**src/rtl/dmace_pkg.sv**
```systemverilog
package dmace_pkg;

    typedef enum logic [1:0] {
        XM_STEAL = 2'd0,
        XM_BURST = 2'd1,
        XM_BLOCK = 2'd2,
        XM_RSVD  = 2'd3
    } xfer_mode_e;

    typedef enum logic [1:0] {
        AM_FIXED = 2'd0,
        AM_INC   = 2'd1,
        AM_DEC   = 2'd2,
        AM_HOLD  = 2'd3
    } addr_mode_e;

    typedef enum logic [1:0] {
        ST_IDLE = 2'd0,
        ST_RD   = 2'd1,
        ST_WR   = 2'd2,
        ST_GAP  = 2'd3
    } eng_state_e;

    // Control word: bit0 enable, bit1 block error, bit2 done,
    // [4:3] transfer mode, [6:5] source step, [8:7] destination step
    typedef struct packed {
        addr_mode_e dmode;
        addr_mode_e smode;
        xfer_mode_e xmode;
        logic       done;
        logic       berr;
        logic       en;
    } ctrl_t;

    localparam int CTRL_W = $bits(ctrl_t);

    localparam logic [2:0] RA_CTRL = 3'd0;
    localparam logic [2:0] RA_SRC  = 3'd1;
    localparam logic [2:0] RA_DST  = 3'd2;
    localparam logic [2:0] RA_CNT  = 3'd3;
    localparam logic [2:0] RA_BSZ  = 3'd4;
    localparam logic [2:0] RA_BREM = 3'd5;

    // Two's complement step of one unit
    function automatic logic [1:0] step_delta(addr_mode_e m);
        case (m)
            AM_INC:  return 2'b01;
            AM_DEC:  return 2'b11;
            default: return 2'b00;
        endcase
    endfunction

endpackage

```
**src/rtl/dmace_addr_unit.sv**
```systemverilog
module dmace_addr_unit
    import dmace_pkg::*;
#(
    parameter int AW    = 16,
    parameter int NPORT = 2
) (
    input  logic [NPORT-1:0][AW-1:0] cur,
    input  logic [NPORT-1:0][1:0]    mode,
    output logic [NPORT-1:0][AW-1:0] nxt
);
    for (genvar g = 0; g < NPORT; g++) begin : g_port
        logic [1:0] d;
        assign d      = step_delta(addr_mode_e'(mode[g]));
        assign nxt[g] = cur[g] + {{(AW-2){d[1]}}, d};
    end
endmodule

```
**src/rtl/dmace_fsm.sv**
```systemverilog
module dmace_fsm
    import dmace_pkg::*;
#(
    parameter int DW = 16
) (
    input  logic          clk,
    input  logic          rst,
    input  logic          go,
    input  logic          keep,
    input  logic          bus_gnt,
    input  logic          bus_ack,
    input  logic [DW-1:0] bus_rdata,
    output logic          bus_req,
    output logic          bus_rd,
    output logic          bus_wr,
    output logic [DW-1:0] bus_wdata,
    output logic          busy,
    output logic          pair_done
);
    eng_state_e st;

    always_comb begin
        bus_rd    = (st == ST_RD);
        bus_wr    = (st == ST_WR);
        busy      = bus_rd || bus_wr;
        bus_req   = (st == ST_IDLE) ? go : busy;
        pair_done = bus_wr && bus_ack;
    end

    always_ff @(posedge clk) begin
        if (rst) begin
            st        <= ST_IDLE;
            bus_wdata <= '0;
        end else begin
            case (st)
                ST_IDLE: if (go && bus_gnt) st <= ST_RD;
                ST_RD: begin
                    if (bus_ack) begin
                        bus_wdata <= bus_rdata;
                        st        <= ST_WR;
                    end
                end
                ST_WR: if (bus_ack) st <= keep ? ST_RD : ST_GAP;
                default: st <= ST_IDLE;
            endcase
        end
    end
endmodule

```
**src/rtl/dmace_regs.sv**
```systemverilog
module dmace_regs
    import dmace_pkg::*;
#(
    parameter int AW = 16,
    parameter int CW = 16,
    parameter int BW = 8
) (
    input  logic          clk,
    input  logic          rst,
    input  logic          cfg_we,
    input  logic [2:0]    cfg_addr,
    input  logic [AW-1:0] cfg_wdata,
    output logic [AW-1:0] cfg_rdata,
    input  logic          abort,
    input  logic          busy,
    input  logic          pair_done,
    input  logic [AW-1:0] src_nxt,
    input  logic [AW-1:0] dst_nxt,
    output ctrl_t         ctrl,
    output logic [AW-1:0] src,
    output logic [AW-1:0] dst,
    output logic [CW-1:0] count,
    output logic [BW-1:0] bsize,
    output logic [BW-1:0] brem,
    output logic          go,
    output logic          keep
);
    logic          pend;
    logic          ctrl_wr, abort_req, blk, last_in_blk, cnt_dec;
    logic [CW-1:0] cnt_after;
    logic [BW-1:0] brem_after;

    always_comb begin
        ctrl_wr     = cfg_we && (cfg_addr == RA_CTRL);
        abort_req   = abort || (ctrl_wr && !cfg_wdata[0] && ctrl.en);
        blk         = (ctrl.xmode == XM_BLOCK);
        last_in_blk = blk && (brem <= BW'(1));
        cnt_dec     = !blk || last_in_blk;
        cnt_after   = count - CW'(cnt_dec);
        brem_after  = !blk ? brem : (last_in_blk ? bsize : brem - BW'(1));
        go          = ctrl.en && (count != '0) && !abort_req && !pend;
        keep        = !abort_req && !pend &&
                      (((ctrl.xmode == XM_BURST) && (count > CW'(1))) ||
                       (blk && (brem > BW'(1))));
    end

    always_comb begin
        case (cfg_addr)
            RA_CTRL: cfg_rdata = AW'(ctrl);
            RA_SRC:  cfg_rdata = src;
            RA_DST:  cfg_rdata = dst;
            RA_CNT:  cfg_rdata = AW'(count);
            RA_BSZ:  cfg_rdata = AW'(bsize);
            RA_BREM: cfg_rdata = AW'(brem);
            default: cfg_rdata = '0;
        endcase
    end

    always_ff @(posedge clk) begin
        if (rst) begin
            ctrl  <= '0;
            src   <= '0;
            dst   <= '0;
            count <= '0;
            bsize <= '0;
            brem  <= '0;
            pend  <= 1'b0;
        end else begin
            if (abort_req && ctrl.en && busy) pend <= 1'b1;

            if (cfg_we) begin
                case (cfg_addr)
                    RA_CTRL: begin
                        ctrl.xmode <= xfer_mode_e'(cfg_wdata[4:3]);
                        ctrl.smode <= addr_mode_e'(cfg_wdata[6:5]);
                        ctrl.dmode <= addr_mode_e'(cfg_wdata[8:7]);
                        if (!cfg_wdata[1]) ctrl.berr <= 1'b0;
                        if (!cfg_wdata[2]) ctrl.done <= 1'b0;
                        if (cfg_wdata[0] && !ctrl.en) begin
                            ctrl.en   <= 1'b1;
                            ctrl.done <= 1'b0;
                            pend      <= 1'b0;
                            if (!(cfg_wdata[1] && ctrl.berr)) brem <= bsize;
                        end
                    end
                    RA_SRC: src   <= cfg_wdata;
                    RA_DST: dst   <= cfg_wdata;
                    RA_CNT: count <= cfg_wdata[CW-1:0];
                    RA_BSZ: bsize <= cfg_wdata[BW-1:0];
                    default: ;
                endcase
            end

            if (pair_done) begin
                src   <= src_nxt;
                dst   <= dst_nxt;
                count <= cnt_after;
                brem  <= brem_after;
                if (last_in_blk) ctrl.berr <= 1'b0;
                if (cnt_after == '0) begin
                    ctrl.done <= 1'b1;
                    ctrl.en   <= 1'b0;
                    pend      <= 1'b0;
                end else if (pend || abort_req) begin
                    ctrl.en <= 1'b0;
                    pend    <= 1'b0;
                    if (blk && (brem_after != bsize)) ctrl.berr <= 1'b1;
                end
            end else if (abort_req && ctrl.en && !busy) begin
                ctrl.en <= 1'b0;
                if (blk && (brem != bsize)) ctrl.berr <= 1'b1;
            end else if (ctrl.en && !busy && (count == '0)) begin
                ctrl.done <= 1'b1;
                ctrl.en   <= 1'b0;
            end
        end
    end
endmodule

```
**src/rtl/dma_chan_engine.sv**
```systemverilog
module dma_chan_engine
    import dmace_pkg::*;
#(
    parameter int AW = 16,
    parameter int DW = 16,
    parameter int CW = 16,
    parameter int BW = 8
) (
    input  logic          clk,
    input  logic          rst,
    input  logic          standby,
    input  logic          abort,
    input  logic          cfg_we,
    input  logic [2:0]    cfg_addr,
    input  logic [AW-1:0] cfg_wdata,
    output logic [AW-1:0] cfg_rdata,
    output logic          bus_req,
    input  logic          bus_gnt,
    output logic          bus_rd,
    output logic          bus_wr,
    output logic [AW-1:0] bus_addr,
    output logic [DW-1:0] bus_wdata,
    input  logic [DW-1:0] bus_rdata,
    input  logic          bus_ack
);
    localparam int NPORT = 2;

    logic                    clr;
    ctrl_t                   ctrl_q;
    logic [AW-1:0]           src_q, dst_q;
    logic [CW-1:0]           count_q;
    logic [BW-1:0]           bsize_q, brem_q;
    logic                    go, keep, busy, pair_done;
    logic [NPORT-1:0][AW-1:0] a_cur, a_nxt;
    logic [NPORT-1:0][1:0]    a_mode;
    logic                    chan_en, chan_done;
    xfer_mode_e              chan_mode;

    assign clr       = rst || standby;
    assign a_cur     = {dst_q, src_q};
    assign a_mode    = {ctrl_q.dmode, ctrl_q.smode};
    assign bus_addr  = bus_wr ? dst_q : src_q;
    assign chan_en   = ctrl_q.en;
    assign chan_done = ctrl_q.done;
    assign chan_mode = ctrl_q.xmode;

    dmace_regs #(.AW(AW), .CW(CW), .BW(BW)) u_regs (
        .clk       (clk),
        .rst       (clr),
        .cfg_we    (cfg_we),
        .cfg_addr  (cfg_addr),
        .cfg_wdata (cfg_wdata),
        .cfg_rdata (cfg_rdata),
        .abort     (abort),
        .busy      (busy),
        .pair_done (pair_done),
        .src_nxt   (a_nxt[0]),
        .dst_nxt   (a_nxt[1]),
        .ctrl      (ctrl_q),
        .src       (src_q),
        .dst       (dst_q),
        .count     (count_q),
        .bsize     (bsize_q),
        .brem      (brem_q),
        .go        (go),
        .keep      (keep)
    );

    dmace_addr_unit #(.AW(AW), .NPORT(NPORT)) u_addr (
        .cur  (a_cur),
        .mode (a_mode),
        .nxt  (a_nxt)
    );

    dmace_fsm #(.DW(DW)) u_fsm (
        .clk       (clk),
        .rst       (clr),
        .go        (go),
        .keep      (keep),
        .bus_gnt   (bus_gnt),
        .bus_ack   (bus_ack),
        .bus_rdata (bus_rdata),
        .bus_req   (bus_req),
        .bus_rd    (bus_rd),
        .bus_wr    (bus_wr),
        .bus_wdata (bus_wdata),
        .busy      (busy),
        .pair_done (pair_done)
    );
endmodule

```
**config.mk**
```make
export PLATFORM = sky130hd
export DESIGN_NAME = dma_chan_engine
export DESIGN_NICKNAME = d
export VERILOG_FILES = /design/src/rtl/dmace_pkg.sv /design/src/rtl/dmace_addr_unit.sv /design/src/rtl/dmace_fsm.sv /design/src/rtl/dmace_regs.sv /design/src/rtl/dma_chan_engine.sv
export SDC_FILE = /design/constraint.sdc
export NUM_CORES = 1
export LEC_CHECK = 0
export CAP_MARGIN = 20
export CORE_MARGIN = 5
export CORE_UTILIZATION = 50
export CTS_BUF_LIST = sky130_fd_sc_hd__clkbuf_2
export DETAILED_ROUTE_END_ITERATION = 7
export DONT_BUFFER_PORTS = 1
export PLACE_DENSITY = 0.67
export SYNTH_ARGS = -nofsm -noshare
export SYNTH_HDL_FRONTEND = slang
export SYNTH_HIERARCHICAL = 1
export SYNTH_SLANG_ARGS = --single-unit
```
**constraint.sdc**
```tcl
create_clock -name clk -period 7.6 [get_ports clk]
set_clock_uncertainty 0.1 [all_clocks]
set_input_delay 1.14 -clock clk [delete_from_list [all_inputs] [get_ports clk]]
set_output_delay 1.14 -clock clk [all_outputs]
set_load 0.02 [all_outputs]
```
==> metrics.md <==
| Metric | Value |
|---|---|
| Outcome | finished, final reports clean |
| RR Endpoint | u_regs/ctrl[2] |
| Max Buffers Root-to-Sink | 2 |
| DR iter-0 viols | ~910 |
| Yosys top cell by area | dfxtp_1 |
| Vias | approximately 7600 |
| Full die area | approximately 0.019 mm^2 |
| Fin area | ~0.008 mm^2 |
| Core area | ~0.016 mm^2 |
| Unrepaired setup endpoints after global routing | false |
| Global placer's final weighted congestion | between 0.9 and 1 |
| Max FO, Critical Path | 7 |
| Fin util | 0.5086 |
| Period utilization | 0.5859 |
| Yosys reg bits | just over 90 |
| DRT Wirelength | 24030 um |
| Global-route wire length before repair | approximately 38000 um |
| Worst hold start | u_regs/ctrl[7] |
| Yosys warning total | 6 |
| Post-CTS sizing | 0 |
| Vias per cell | 6.287 |
| Final #Nets | 1045 |
| Worst min-delay path category | flop to flop |
| Finish-stage setup viols | 0 |
| Critical path depth | 6 |
| I/O pins | a little over 90 |
| Area grow syn2layout | 0.5826% |
| DP Area | about 0.0079 mm^2 |
| Tmin final | 4453 ps |
| Worst r2r path cells | 12 |
| Final Max Slew Viols | 0 |
| Crit path DAT | between 3000 and 4000 ps |
| TritonCTS clock tree | done |
| Clk Latency, worst-skew pair | a little over 600 ps |
| Hold Violations, Final | 0 |
| Top delay family on crit path | simple AND/OR/NAND/NOR gates |
| Asr flop ratio synth | 0 |
| WS Path Type | flop to output port |
| # H-tree levels | 3 |
| CP peak stage delay | about 500 ps |
| CTS Root Cell | clkbuf_2 |
| Largest net degree at the start of global routing | 95 |
| Critical Path Start | u_regs/count[7] |
| Synth Area per Inst | 7.510 um^2 |
| Setup slack, reg-to-reg | 3320 ps |
| Reg2reg start | u_regs/brem[3] |
| Worst setup margin | approximately 3100 ps |
| Post-route ant nets | 0 |
| Die height | around 140 um |
| Hold depth | 2 |
| Synth area leaders | dfxtp_1 (23%), a21oi_1 (7.4%), nor2_1 (7.3%) |
| Sequential share of the synthesized area | 0.2318 |
| Residual DRC count | 0 |
| Dpl ws | around 3500 ps |
| Wire per inst | 19.89 um |
| Die Wd | around 140 um |
| CP Capture Type | output port |
| Max_cap viols | 0 |
| Yosys cell types | 87 |
| PortBufs | 0 |
| Post-synth EDFFs | 0 |
| Hold endpoint | u_regs/ctrl[7] |
| Worst slew pin tran | between 1000 and 1500 ps |
| Synth top area share | 0.2318 |
| Tot Pwr | 850.7 uW |
| Startpoint types | flop |
| Post-CTS Setup Bufs | 0 |
| Row cnt | 46 |
| Crit path required time | 6360 ps |
| Post-Syn Nets | roughly 1100 |
| Clock slew at reported path FFs | 290 ps |
| Post-Synthesis Cells | 1058 |
| Initial antenna violation count | 0 |
| Bufs and invs on worst path | 0 |
| Cell Pwr Density | 106.5 mW/mm^2 |
| Predominant post-synthesis flop cell | dfxtp_1 |
| Non-Filler Instances | about 1200 |
| Peak supply drop | roughly 0.072 mV |
| Starting density of the core | 0.5057 |
| Inst Count DP | 1191 |
| Cell-by-cell listing of the critical path | nor3_1 -> and3b_1 -> nand3b_1 -> or3_1 -> and3_1 -> mux2_2 |
| Gr ovfl total | 0 |
| Drt first pass iters | 6 |
| WHS | slightly below 400 ps |
| Gr usage total | 0.2529 |
| Syn Std Cell Area | a little under 0.008 mm^2 |
| Slew Limit Headroom | 0.2903 |
| FMAX | roughly 220 MHz |
| Total CTS buffers | 9 |
| Number of global-route vias before repair | 6658 |
| Hold_buf cts | 0 |
| Setup TNS | 0 ps |
| CP max stage cell | nor3_1 |
| Layout cells sized above 1 | 0.07770 |
| Placed wire-length estimate | 16520 um |
| P_leak | about 2.8 nW |
| Clk sinks | 92 |
-- Yosys cell counts (12+ instances only) --
library cell / instances
clkbuf_1: 57
a22oi_1: 14
ha_1: 17
nor3_1: 17
mux2_2: 22
xnor2_1: 40
dfxtp_1: 92
nor2_1: 155
inv_1: 29
o22ai_1: 12
nand3_1: 12
a211oi_1: 16
o21ai_0: 44
nand2_1: 79
xor2_1: 19
a21oi_1: 117
mux2i_1: 53
nor4_1: 12
buf_2: 19
-- area by class of cell --
type | count | area [um^2]
Fill cell | 1587 | 7721
Multi-Input combinational cell | 845 | 5577
Sequential cell | 92 | 1842
Tap cell | 216 | 270.3
Inverter | 30 | 112.6
Clock inverter | 7 | 82.58
Timing Repair Buffer | 8 | 60.06
Clock buffer | 9 | 45.04
Antenna cell | 1 | 2.502
-- per-layer routing --
metal,track usage,share of wire,vias up
met5,0,0,-
met4,0.07503,0.018,0
met2,0.3850,0.44,332
met1,0.3672,0.46,3541
met3,0.04034,0.080,34
li1,-,-,3688
-- tightest hold or removal path, cell delays in order (launching register included) --
cell     delay, ps
dfxtp_1        390
nand2_1         50
a21oi_1         50
-- worst max-delay path by stage --
stage | endpoint | slack, ps
3_5_place_dp | u_regs/ctrl[2] | 3470
4_1_cts | bus_req | 3170
2_1_floorplan | cfg_rdata[2] | 3600
3_3_place_gp | u_regs/ctrl[2] | 3560
5_1_grt | u_regs/ctrl[2] | 2930
6_report | bus_req | 3150
-- state kept, by name (all words and copies together) (netlist names) --
signal	cells
u_regs/pend	1
u_regs/bsize	8
u_regs/count	16
u_regs/ctrl	9
u_fsm/st	2
u_regs/brem	8
u_regs/dst	16
u_fsm/bus_wdata	16
u_regs/src	16
-- placed cells by master (no fill, tap or decap), drive strengths merged, types with 12 or more instances in the layout --
cell type / synthesis / final
nor3: 18 / 18
a21oi: 117 / 117
xnor2: 41 / 41
inv: 30 / 33
o21ai: 46 / 46
xor2: 19 / 19
a211oi: 18 / 18
nor2: 156 / 156
mux2: 33 / 33
o22ai: 12 / 12
ha: 17 / 17
nand3: 12 / 12
nor4: 12 / 12
mux2i: 53 / 53
nand2: 79 / 79
a22oi: 14 / 14
dfxtp: 92 / 92
-- report_power, final --
group	switching [mW]	leakage (nW)	internal, mW
clock network	0.200	0.0710	0.0814
registers	0.00774	0.742	0.488
logic	0.0451	1.99	0.0284
total	0.253	2.80	0.598
-- cells by family after synthesis --
kind of cell / Yosys count / share of synthesized area
xor gates and xnor gates: 60 / 0.06709
muxes: 88 / 0.1244
DFF: 92 / 0.2318
AOI/OAI and AO/OA: 309 / 0.2528
buffers and inverters: 121 / 0.06740
adders and majority gates: 17 / 0.02677
and+or+nand+nor: 371 / 0.2298
Power figures use the tool's default switching activity.
